<file path="src/rtl/nvrx_pkg.sv">
package nvrx_pkg;
  typedef enum logic [1:0] {ST_IDLE, ST_START, ST_DATA, ST_STOP} rxState_t;

  typedef struct packed {
    logic shiftEn;
    logic shiftBit;
    logic frameDone;
    logic stopBad;
    logic frameNoisy;
    logic idleSeen;
  } rxStrobe_t;
endpackage

</file>
<file path="src/rtl/nvrx_ctrl.sv">
module nvrx_ctrl
  import nvrx_pkg::*;
#(
  parameter int DATA_W = 8
) (
  input  logic      clk,
  input  logic      rstN,
  input  logic      tick,
  input  logic      rxLine,
  input  logic      nineBitMode,
  output rxStrobe_t strobe
);
  localparam int OSR    = 16;
  localparam int TICKS8 = (DATA_W + 2) * OSR;
  localparam int TICKS9 = (DATA_W + 3) * OSR;
  localparam int CNT_W  = $clog2(TICKS9 + 1);
  localparam int BIT_W  = $clog2(DATA_W + 1);

  rxState_t         state;
  logic [3:0]       phase;
  logic [BIT_W-1:0] bitIdx;
  logic [1:0]       smp;
  logic             noisyAcc;
  logic             rxPrev;
  logic [CNT_W-1:0] idleCnt;

  logic [2:0]       votes;
  logic             maj;
  logic             split;
  logic [CNT_W-1:0] charTicks;
  logic [BIT_W-1:0] lastIdx;

  // the two earlier samples of a vote are held; the third is the live line
  always_comb begin
    votes     = {smp, rxLine};
    maj       = ($countones(votes) >= 2);
    split     = (votes != 3'b000) && (votes != 3'b111);
    charTicks = nineBitMode ? CNT_W'(TICKS9) : CNT_W'(TICKS8);
    lastIdx   = nineBitMode ? BIT_W'(DATA_W) : BIT_W'(DATA_W - 1);
  end

  always_comb begin
    strobe = '0;
    if (tick) begin
      case (state)
        ST_IDLE: strobe.idleSeen = rxLine && (idleCnt == charTicks - CNT_W'(1));
        ST_DATA: begin
          strobe.shiftEn  = (phase == 4'd10);
          strobe.shiftBit = maj;
        end
        ST_STOP: begin
          strobe.frameDone  = (phase == 4'd10);
          strobe.stopBad    = !maj;
          strobe.frameNoisy = noisyAcc | split;
        end
        default: ;
      endcase
    end
  end

  always_ff @(posedge clk) begin
    if (!rstN) begin
      state    <= ST_IDLE;
      phase    <= '0;
      bitIdx   <= '0;
      smp      <= '0;
      noisyAcc <= 1'b0;
      rxPrev   <= 1'b0;
      idleCnt  <= '0;
    end else if (tick) begin
      case (state)
        ST_IDLE: begin
          rxPrev <= rxLine;
          if (!rxLine)                idleCnt <= '0;
          else if (idleCnt < charTicks) idleCnt <= idleCnt + CNT_W'(1);
          if (rxPrev && !rxLine) begin
            state    <= ST_START;
            phase    <= 4'd2;
            bitIdx   <= '0;
            noisyAcc <= 1'b0;
            idleCnt  <= '0;
          end
        end
        ST_START: begin
          phase <= phase + 4'd1;
          if (phase inside {4'd3, 4'd5}) smp <= {smp[0], rxLine};
          if (phase == 4'd7) begin
            if (maj) begin
              state  <= ST_IDLE;
              rxPrev <= rxLine;
            end else begin
              noisyAcc <= split;
            end
          end
          if (phase == 4'd0) state <= ST_DATA;
        end
        ST_DATA: begin
          phase <= phase + 4'd1;
          if (phase inside {4'd8, 4'd9}) smp <= {smp[0], rxLine};
          if (phase == 4'd10) noisyAcc <= noisyAcc | split;
          if (phase == 4'd0) begin
            if (bitIdx == lastIdx) state <= ST_STOP;
            else                   bitIdx <= bitIdx + BIT_W'(1);
          end
        end
        ST_STOP: begin
          phase <= phase + 4'd1;
          if (phase inside {4'd8, 4'd9}) smp <= {smp[0], rxLine};
          if (phase == 4'd10) begin
            state   <= ST_IDLE;
            rxPrev  <= maj;
            idleCnt <= '0;
          end
        end
        default: state <= ST_IDLE;
      endcase
    end
  end

  // checker support: data bits shifted since the last start edge
  logic [BIT_W:0] shiftCnt;
  always_ff @(posedge clk) begin
    if (!rstN)                                        shiftCnt <= '0;
    else if (tick && state == ST_IDLE && rxPrev && !rxLine) shiftCnt <= '0;
    else if (strobe.shiftEn)                          shiftCnt <= shiftCnt + (BIT_W+1)'(1);
  end

  AST_FRAME_BITS: assert property (@(posedge clk) disable iff (!rstN)
    strobe.frameDone |-> shiftCnt == (nineBitMode ? (BIT_W+1)'(DATA_W + 1) : (BIT_W+1)'(DATA_W)));
  AST_DONE_ALONE: assert property (@(posedge clk) disable iff (!rstN)
    strobe.frameDone |-> !strobe.shiftEn && !strobe.idleSeen);
endmodule

</file>
<file path="src/rtl/nvrx_dp.sv">
module nvrx_dp
  import nvrx_pkg::*;
#(
  parameter int DATA_W = 8
) (
  input  logic              clk,
  input  logic              rstN,
  input  rxStrobe_t         strobe,
  input  logic              nineBitMode,
  input  logic              wakeByAddr,
  input  logic              sleepSet,
  input  logic              clearFlags,
  output logic [DATA_W-1:0] rxData,
  output logic              rxBit9,
  output logic              rxFull,
  output logic              idleFlag,
  output logic              overrunFlag,
  output logic              noiseFlag,
  output logic              frameErr,
  output logic              asleep
);
  logic [DATA_W:0] shiftReg;
  logic            idleArmed;
  logic            addrWake;
  logic            idleWake;
  logic            takeFrame;

  // the last bit shifted in always lands in the top position, whatever the width
  always_comb begin
    addrWake  = strobe.frameDone && asleep && wakeByAddr && shiftReg[DATA_W];
    idleWake  = strobe.idleSeen && asleep && !wakeByAddr;
    takeFrame = strobe.frameDone && (!asleep || addrWake);
  end

  always_ff @(posedge clk) begin
    if (!rstN) begin
      shiftReg    <= '0;
      rxData      <= '0;
      rxBit9      <= 1'b0;
      rxFull      <= 1'b0;
      idleFlag    <= 1'b0;
      overrunFlag <= 1'b0;
      noiseFlag   <= 1'b0;
      frameErr    <= 1'b0;
      idleArmed   <= 1'b0;
      asleep      <= 1'b0;
    end else begin
      if (strobe.shiftEn) shiftReg <= {strobe.shiftBit, shiftReg[DATA_W:1]};
      if (clearFlags) begin
        rxFull      <= 1'b0;
        idleFlag    <= 1'b0;
        overrunFlag <= 1'b0;
        noiseFlag   <= 1'b0;
        frameErr    <= 1'b0;
      end
      if (takeFrame) begin
        idleArmed <= 1'b1;
        if (rxFull) begin
          overrunFlag <= 1'b1;
        end else begin
          rxFull <= 1'b1;
          rxData <= nineBitMode ? shiftReg[DATA_W-1:0] : shiftReg[DATA_W:1];
          rxBit9 <= nineBitMode & shiftReg[DATA_W];
          if (strobe.stopBad)    frameErr  <= 1'b1;
          if (strobe.frameNoisy) noiseFlag <= 1'b1;
        end
      end
      if (strobe.idleSeen && !asleep && idleArmed) begin
        idleFlag  <= 1'b1;
        idleArmed <= 1'b0;
      end
      if (addrWake || idleWake) asleep <= 1'b0;
      else if (sleepSet)        asleep <= 1'b1;
    end
  end

  AST_KEEP_ON_OVERRUN: assert property (@(posedge clk) disable iff (!rstN)
    strobe.frameDone && rxFull |=> $stable(rxData) && $stable(rxBit9));
  AST_ASLEEP_QUIET: assert property (@(posedge clk) disable iff (!rstN)
    $rose(rxFull) |-> !$past(asleep) || !asleep);
  AST_IDLE_AWAKE: assert property (@(posedge clk) disable iff (!rstN)
    $rose(idleFlag) |-> !$past(asleep));
  AST_CLEAR_ALL: assert property (@(posedge clk) disable iff (!rstN)
    clearFlags && !strobe.frameDone && !strobe.idleSeen |=>
      !rxFull && !idleFlag && !overrunFlag && !noiseFlag && !frameErr);
endmodule

</file>
<file path="src/rtl/noise_vote_rx.sv">
module noise_vote_rx
  import nvrx_pkg::*;
#(
  parameter int DATA_W = 8
) (
  input  logic              clk,
  input  logic              rstN,
  input  logic              tick,
  input  logic              rxLine,
  input  logic              nineBitMode,
  input  logic              wakeByAddr,
  input  logic              sleepSet,
  input  logic              clearFlags,
  output logic [DATA_W-1:0] rxData,
  output logic              rxBit9,
  output logic              rxFull,
  output logic              idleFlag,
  output logic              overrunFlag,
  output logic              noiseFlag,
  output logic              frameErr,
  output logic              asleep
);
  rxStrobe_t strobe;

  nvrx_ctrl #(.DATA_W(DATA_W)) i_ctrl (
    .clk(clk), .rstN(rstN), .tick(tick), .rxLine(rxLine),
    .nineBitMode(nineBitMode), .strobe(strobe)
  );

  nvrx_dp #(.DATA_W(DATA_W)) i_dp (
    .clk(clk), .rstN(rstN), .strobe(strobe), .nineBitMode(nineBitMode),
    .wakeByAddr(wakeByAddr), .sleepSet(sleepSet), .clearFlags(clearFlags),
    .rxData(rxData), .rxBit9(rxBit9), .rxFull(rxFull), .idleFlag(idleFlag),
    .overrunFlag(overrunFlag), .noiseFlag(noiseFlag), .frameErr(frameErr),
    .asleep(asleep)
  );
endmodule

</file>
<file path="config.mk">
export PLATFORM = sky130hd
export DESIGN_NAME = noise_vote_rx
export DESIGN_NICKNAME = d
export VERILOG_FILES = /design/src/rtl/nvrx_pkg.sv /design/src/rtl/nvrx_ctrl.sv /design/src/rtl/nvrx_dp.sv /design/src/rtl/noise_vote_rx.sv
export SDC_FILE = /design/constraint.sdc
export NUM_CORES = 1
export LEC_CHECK = 0
export BUFFER_PORTS_ARGS = -buffer_cell sky130_fd_sc_hd__clkbuf_2
export CAP_MARGIN = 20
export CORE_ASPECT_RATIO = 0.7
export CORE_UTILIZATION = 53
export DETAILED_ROUTE_END_ITERATION = 8
export HOLD_SLACK_MARGIN = 0.02
export PLACE_DENSITY = 0.86
export SLEW_MARGIN = 30
export SYNTH_ARGS = -nofsm -noshare
export SYNTH_HDL_FRONTEND = slang
export SYNTH_SLANG_ARGS = --single-unit
</file>
<file path="constraint.sdc">
create_clock -name clk -period 1.6 [get_ports clk]
set_input_delay 0.24 -clock clk [delete_from_list [all_inputs] [get_ports clk]]
set_output_delay 0.24 -clock clk [all_outputs]
set_load 0.01 [all_outputs]
</file>
**After elaboration in Yosys (flattened, before gate mapping)**

Index checks and enable logic that the tools add are counted.

- Register bits after elaboration: 47
- Input bits: 8
- Output and inout port bits: 15
- Word-level logic and storage cells: 149

- Add/sub/neg operators: 6
- Order comparisons: 2
- Eq/ne operators: 26
- Multiplexer cells: 54
- Bitwise logic cells: 4
- Reductions and logical operators: 40

Operator list:

| cell | number |
|---|---|
| 8-bit 2-to-1 mux | 5 |
| 32-bit by 1-bit adder with 32-bit output | 1 |
| 32-bit by 3-bit greater-or-equal comparator with 1-bit output, second input constant | 1 |
| 1-bit 2-to-1 mux | 24 |
| 2-bit 2-to-1 mux | 10 |
| 4-bit 2-to-1 mux | 5 |
| 2-bit by 1-bit != test with 1-bit output, second input constant | 9 |
| 4-bit one-hot mux with 2 select lines | 2 |
| 8-bit one-hot mux with 2 select lines | 1 |
| 4-bit equality test, second input constant | 3 |
| 2-bit nonzero test | 6 |
| 1-bit logical AND | 11 |
| 5-bit AND reduction | 2 |
| 3-bit nonzero test | 3 |
| 4-bit by 1-bit adder with 4-bit output, second input constant | 2 |
| 8-bit by 1-bit adder with 8-bit output, second input constant | 1 |
| 4-bit by 3-bit equality test with 1-bit output, second input constant | 2 |
| 8-bit equality test | 1 |
| 8-bit < comparator | 1 |
| 2-bit one-hot mux with 4 select lines | 1 |
| 4-bit AND reduction | 2 |
| 8-bit by 1-bit subtractor with 8-bit output, second input constant | 1 |
| 7-bit AND reduction | 1 |
| 6-bit 2-to-1 mux | 1 |
| 24 further kinds | 36 |

**Logic depth before layout (Yosys ltp)**

Gate-level depths: netlist of run 1.

- Word-level depth: 12
- Gate-level depth with buffers: 8

**Cells and area by module**

From an unflattened synthesis of run 1, not the netlist that was laid out.

- Cell total of the unflattened synthesis: 287
- Area total of the unflattened synthesis: 2666.3 um^2

Modules (own cells, without submodules):

| module | times used | cells each | area an instance (um^2) | seq. area each (um^2) |
|---|---|---|---|---|
| nvrx_ctrl | 1 | 187 | 1597.8 | 440.4 |
| nvrx_dp | 1 | 100 | 1068.5 | 500.5 |

**Worst setup path after synthesis of run 1**

OpenSTA, ideal clock, no wires.

- Path kind: register -> register
- From: register i_ctrl.state[0]
- To: register i_ctrl.bitIdx[2]
- Setup time: 0.074 ns
- Data arrival time: 1.681 ns
- Path slack: -0.156 ns
- Cell stages (with the launch flop): 8
- Path buffers: 0
- Cell sequence: dfxtp_1 inv_1 ha_1 inv_1 o21a_1 nand2_1 or4_1 a31oi_1

- Word-level cells in the longest chain between the ends: 3
- Elaborated cells on any way between the ends: 8

Ends and longest elaborated chain:

| element | RTL line | text |
|---|---|---|
| start, declared | nvrx_ctrl.sv:19 | `rxState_t state;` |
| start signal, assigned | nvrx_ctrl.sv:63 | `state <= ST_IDLE;` |
| start signal, assigned | nvrx_ctrl.sv:77 | `state <= ST_START;` |
| start signal, assigned | nvrx_ctrl.sv:89 | `state <= ST_IDLE;` |
| 2-bit equality test / 2-bit zero test (equally long branches) | - |  |
| 2-bit by 1-bit != test with 1-bit output (no line) (tied with other cells) | - |  |
| 5-bit AND reduction (no line) | - |  |
| end signal, assigned | nvrx_ctrl.sv:103 | `else bitIdx <= bitIdx + BIT_W'(1);` |
| end, declared | nvrx_ctrl.sv:21 | `logic [BIT_W-1:0] bitIdx;` |

Several ways; a longest one is shown, not always the timed one.
A chain may end at the register's enable or synchronous reset.

**Worst setup path after layout of run 1**

- From: register i_ctrl.phase[1]
- To: register i_dp.rxData[6]

- Word-level cells in the longest chain between the ends: 9

Ends and longest elaborated chain:

| element | RTL line | text |
|---|---|---|
| start, declared | nvrx_ctrl.sv:20 | `logic [3:0] phase;` |
| start signal, assigned | nvrx_ctrl.sv:85 | `phase <= phase + 4'd1;` |
| start signal, assigned | nvrx_ctrl.sv:98 | `phase <= phase + 4'd1;` |
| start signal, assigned | nvrx_ctrl.sv:107 | `phase <= phase + 4'd1;` |
| 4-bit equality test * | nvrx_ctrl.sv:52 | `strobe.frameDone = (phase == 4'd10);` |
| 3-bit 2-to-1 mux * | nvrx_ctrl.sv:45 | `case (state)` |
| 6-bit 2-to-1 mux * | nvrx_ctrl.sv:44 | `if (tick) begin` |
| 1-bit logical AND (3 in series) | nvrx_dp.sv:30 | `addrWake = strobe.frameDone && asleep && wakeByAddr && shiftReg[DATA_W];` |
| 1-bit logical OR | nvrx_dp.sv:32 | `takeFrame = strobe.frameDone && (!asleep \|\| addrWake);` |
| 1-bit logical AND * | nvrx_dp.sv:32 |  |
| 2-bit AND reduction (no line) * | - |  |
| end signal, assigned | nvrx_dp.sv:62 | `rxData <= nineBitMode ? shiftReg[DATA_W-1:0] : shiftReg[DATA_W:1];` |
| end, declared | nvrx_dp.sv:13 | `output logic [DATA_W-1:0] rxData,` |

Mark *: on every way between the ends. The rest lies on a longest branch, timed or not.

==> results of run 1 <==
==> final cells by class <==
class                      instances  area (µm²)  area share (%)
tap                               55        68.8            1.72
clock inverter                     2        60.1            1.50
inverter                          15        71.3            1.79
sequential                        47         956            23.9
clock buffer                       6        72.6            1.82
timing repair buffer              92         827            20.7
multi-input combinational        210        1940            48.5
==> power breakdown <==
group | internal, W | switching [W] | total, W
combinational | 0.000198 | 0.000226 | 0.000424
sequential | 0.00118 | 0.0000171 | 0.00120
clock | 0.000625 | 0.000441 | 0.00107
==> worst min-delay path: stages <==
cell and delay [ps]:
clkbuf_2 80, nand2b_1 80, a21oi_1 80
==> layout by cell type, fill, tap and decap left out, types with 5 or more instances in the layout <==
cell      count
a211oi_2     10
a21oi_1       9
buf_12        5
buf_4        46
buf_6        15
clkbuf_2     22
clkbuf_8      5
dfxtp_1      41
ha_4          9
inv_1         8
mux2i_1      20
nand2_1      20
nand3_1       8
nor2_1       22
nor2_2        7
nor3_1        6
o21ai_0       6
o21ai_2       5
==> path summary, 6_finish.rpt <==
path	slack (ps)	end
min	210	i_dp.asleep
max	-200	i_dp.rxData[6]
max reg2reg	-200	i_dp.rxData[6]
min reg2reg	480	i_ctrl.rxPrev
==> timing repair <==
action | in CTS | in global routing
resized for setup | 44 | 82
setup endpoints to repair | 40 | 41
setup buffers | 11 | 12
cloned | 2 | 3
pin swaps | 16 | 39
endpoints found under the hold margin | 0 | 0
==> through the flow <==
stage | TNS, ps | hold WS [ps]
floorplan | -108 | 384
global placement | -612 | 444
detailed placement | -2500 | 452
CTS | -124 | 191
global route | -5940 | 233
finish | -4560 | 214
==> flip-flops by register name (all words and copies together) (netlist names), 2 cells and up, named ones only <==
name            count
i_dp.shiftReg       9
i_ctrl.idleCnt      8
i_dp.rxData         8
i_ctrl.bitIdx       4
i_ctrl.phase        4
i_ctrl.smp          2
==> metal layers <==
layer / vias to the layer above / wire length, µm
met3: 66 / 1150
met2: 241 / 4840
met5: - / 0
met4: 0 / 515
met1: 1361 / 4270
li1: 1203 / -
==> cells by family (layout without fill, tap and decap cells) <==
kind of cell,Yosys count,in the layout,synth area share [%]
compound gates,66,66,18.6
xor+xnor,1,1,0.347
flops,47,47,37.3
buf+inv,29,115,5.21
fa+ha+maj,15,15,7.44
simple gates,105,105,22.0
mux,23,23,9.13
==> results_dict.tcl, run 1 <==
set metrics [dict create \
    die_x_um 84.5 \
    fill_cells 150 \
    setup.worst_path.class "reg2reg" \
    tightest_slew_ps 404 \
    drt_iter0_drc 344 \
    fp.coreArea_um2 4450 \
    yosysMostFrequentCell "dfxtp_1" \
    path_clk_slew_ps 90 \
    reg2reg_depth 8 \
    grt_pass1_vias 2560 \
    yosysTopAreaCellShare_pct 37.3 \
    pre_cts_ws_ps -177 \
    worst_r2r_startpoint "i_ctrl.phase[1]" \
    dp_hpwl_um 4530 \
    overflow 0 \
    cts_tree "done" \
    design_area_um2 3990 \
    ys_warn_count 0 \
    yosys-top-cells-area "dfxtp_1 37%, mux2i_1 9.1%, ha_1 7.4%, nor2_1 4.8%, a211oi_1 3.6%" \
    irDropWorstVdd_mv 0.687 \
    drive_gt1_share_pct 51.3 \
    io_buffers 22 \
    ys_seq_elements 47 \
    cp.depth 8 \
    run_status "finished with violations" \
    endpoint_kind "flip-flop" \
    grt_util_met1_pct 43.8 \
    setup_viol_count_final 38 \
    cp_data_required_time_ps 1830 \
    cts_hold_buffers 0 \
    gp_congestion 0.886 \
    drv_slew 0 \
    grt.total_usage_pct 34.3 \
    crit_path_top_delay_cell "dfxtp_2" \
    drv_cap 0 \
    ant_nets 0 \
    dieHeight_um 59.7 \
    cp_data_arrival_time_ps 2030 \
    ios 23 \
    p_leak_nw 1.54 \
    power_density_nw_per_um2 673 \
    synthFlopType "dfxtp_1" \
    start_util_pct 56.6 \
    die-area_um2 5040 \
    ys_async_sr_fraction_pct 0 \
    antenna_found_initial 0 \
    rows 20 \
    slew_headroom_pct 73.1 \
    vias_per_cell 6.72 \
    yosysUniqueCellTypes 53 \
    finalWirelength_um 10800 \
    min_from "sleepSet" \
    startpoint_type "flip-flop" \
    grt_setup_unrepaired "yes" \
    finalNonFillerCells 427 \
    synth_nets 309 \
    drc 3 \
    wl_per_cell_um 25.2 \
    first_pass_iters 7 \
    avgSynthCellArea_um2 8.82 \
    nets 394 \
    cp-startpoint "i_ctrl.phase[1]" \
    crit_path_frequent_cell "a211oi_2" \
    syn2layout_area_growth_pct 58.3 \
    cts_root_buf "clkbuf_8" \
    clockBufferDepth 2 \
    grt_pass1_wl_um 13100 \
    grt-busiest-layer "met2" \
    final_util_pct 89.7 \
    diodes 0 \
    dp_cells 392 \
    synth_edf_count 0 \
    cp_top_family "compound AO/OA/AOI/OAI gates" \
    netlist_instances 286 \
    critPathMaxStageDelay_ps 370 \
    netlist_area_um2 2520 \
    grt_max_degree 31 \
    met3_usage_pct 9.81 \
    clk_latency_ps 320 \
    numCtsBuffers 5 \
    crit_chain "buf_6 > ha_4 > nand3b_4 > a211oi_2 > and2b_2 > clkbuf_16 > nor2_2 > a211oi_2" \
    path_buf_inv 2 \
    hold_viol 0 \
    violations "DRC, setup timing" \
    layout_worst_path_cycle_share_pct 113 \
    total_power_w 0.00269 \
    layout_setup_ws_ps -203 \
    clkSinkCount 47 \
    fin_crit_ps 1800 \
    synth_top_area_cell "dfxtp_1" \
    fin_skew_ps 8.12 \
    critical_path.max_fanout 5 \
    ys_seq_area_share_pct 37.3 \
    hp-class "in2reg" \
    synth_common_cells "47 x dfxtp_1, 32 x nor2_1, 23 x mux2i_1" \
    fmax_mhz 555 \
    place_area_um2 3010 \
    grt_use_met2_pct 54.9 \
    hold_depth 3 \
    htreeDepth 2 \
    vias 2871 \
]
Power figures use the tool's default switching activity.
==> inputs of run 2 (changes only) <==
--- a/config.mk
+++ b/config.mk
@@ -9,9 +9,11 @@
 export CAP_MARGIN = 20
 export CORE_ASPECT_RATIO = 0.7
 export CORE_UTILIZATION = 53
+export CTS_CLUSTER_DIAMETER = 40
 export DETAILED_ROUTE_END_ITERATION = 8
 export HOLD_SLACK_MARGIN = 0.02
 export PLACE_DENSITY = 0.86
+export SETUP_SLACK_MARGIN = 0.1
 export SLEW_MARGIN = 30
 export SYNTH_ARGS = -nofsm -noshare
 export SYNTH_HDL_FRONTEND = slang
==> run 2 against run 1 <==
  * The run ends with setup timing left
  * Final area is 0.60% lower
  * Wire length grew 6.5%
  * First-iteration DRC count up 22%
  * Critical path type unchanged
  * Critical endpoint is now i_ctrl.bitIdx[1]
==> results_dict.tcl, run 2 (synthesis gave the netlist of run 1 again) <==
set metrics [dict create \
    layout_worst_path_cycle_share_pct 116 \
    vias_per_cell 6.98 \
    cp_data_required_time_ps 1850 \
    grt_setup_unrepaired "yes" \
    design_area_um2 3970 \
    grt_pass1_vias 2567 \
    run_status "finished with violations" \
    path_clk_slew_ps 100 \
    setup.worst_path.class "reg2reg" \
    cts_root_buf "clkbuf_8" \
    hp-class "in2reg" \
    drv_slew 0 \
    grt_max_degree 41 \
    ios 23 \
    fin_skew_ps 9.08 \
    holdWs_ps 176 \
    p_leak_nw 1.56 \
    antenna_found_initial 0 \
    endpoint_kind "flip-flop" \
    critical_path.max_fanout 5 \
    drive_gt1_share_pct 51.2 \
    slew_headroom_pct 67.7 \
    cp_data_arrival_time_ps 2120 \
    gp_congestion 0.904 \
    largest_registers "i_dp.shiftReg: 9 flops, i_ctrl.idleCnt: 8 flops, i_dp.rxData: 8 flops" \
    die-area_um2 5040 \
    place_area_um2 3100 \
    irDropWorstVdd_mv 0.557 \
    pre_cts_ws_ps -108 \
    nets 399 \
    dieHeight_um 59.7 \
    total_power_w 0.00244 \
    numCtsBuffers 5 \
    diodes 0 \
    grt_pass1_wl_um 13500 \
    power_density_nw_per_um2 613 \
    fp.coreArea_um2 4450 \
    mostFrequentLayoutCell "buf_4" \
    fin_crit_ps 1860 \
    finalWirelength_um 11500 \
    drt_iter0_drc 419 \
    setup_tns_ps -6030 \
    startpoint_type "flip-flop" \
    start_util_pct 56.6 \
    hold_viol 0 \
    clkSinkCount 47 \
    wl_per_cell_um 26.6 \
    cts_tree "done" \
    dp_hpwl_um 4660 \
    min_from "sleepSet" \
    drv_cap 0 \
    die_x_um 84.5 \
    first_pass_iters 6 \
    io_buffers 22 \
    tightest_slew_ps 485 \
    vias 3017 \
    rows 20 \
    drc 0 \
    htreeDepth 2 \
    grt.total_usage_pct 35.9 \
    largest_reg_flops 9 \
    overflow 0 \
    setup_viol_count_final 43 \
    ant_nets 0 \
    cts_hold_buffers 0 \
    fmax_mhz 537 \
    layout_setup_ws_ps -264 \
    violations "setup timing" \
    clockBufferDepth 2 \
    final_cell_mix "54 x buf_4, 40 x dfxtp_1, 26 x nor2_1" \
    regMostFlops "i_dp.shiftReg" \
    syn2layout_area_growth_pct 57.4 \
    clk_latency_ps 340 \
]
run 2: changes by cell type in the layout (fill, tap and decap cells not counted), sizes merged:
| cell | delta |
|---|---|
| buf | +5 |
| bufinv | -2 |
| clkbuf | -2 |
| clkinvlp | +1 |
| inv | +2 |
| nand3 | +1 |
run 2: final cells by class:
| cell class | instances | area, µm² |
|---|---|---|
| Clock buffer | 5 | 68.8 |
| Clock inverter | 3 | 27.5 |
| Fill cell | 154 | 484 |
| Inverter | 15 | 73.8 |
| Multi-Input combinational cell | 211 | 1940 |
| Sequential cell | 47 | 960 |
| Tap cell | 55 | 68.8 |
| Timing Repair Buffer | 96 | 836 |
run 2: timing repair:
action	in CTS	in global routing
gates resized for setup	54	51
buffers inserted	16	16
pin swaps	28	30
gates cloned	4	1
setup endpoints to repair	38	47
run 2: final timing paths:
path	endpoint	slack, ps	cells after the start
max	i_ctrl.bitIdx[1]	-260	8
min	i_dp.asleep	180	3
max reg2reg	i_ctrl.bitIdx[1]	-260	8
min reg2reg	i_dp.noiseFlag	490	2
run 2: worst max-delay path: stages (launching register included):
cell	delay (ps)
dfxtp_4	420
buf_6	130
ha_4	180
inv_4	60
a31oi_4	190
o311ai_4	150
buf_4	170
or3_4	380
o21ai_2	100
run 2: through the flow:
step                      cells  util [%]
after global placement      391      69.6
after CTS                   418      81.2
after detailed placement    391      69.6
after floorplan             286         -
final                       432      89.1
after global routing        432      89.1
run 2: report_power, final:
part	internal [W]	total [W]	switching (W)
registers	0.00118	0.00120	0.0000206
clock network	0.000325	0.000825	0.000500
logic	0.000178	0.000410	0.000233
run 2: layer usage:
layer | up-vias | part of all wire [%] | GRT usage (%)
met3 | 105 | 12 | 6.35
met1 | 1394 | 39 | 46.9
met5 | - | 0 | 0
met4 | 0 | 7.8 | 19.6
met2 | 299 | 42 | 58.1
li1 | 1219 | - | -
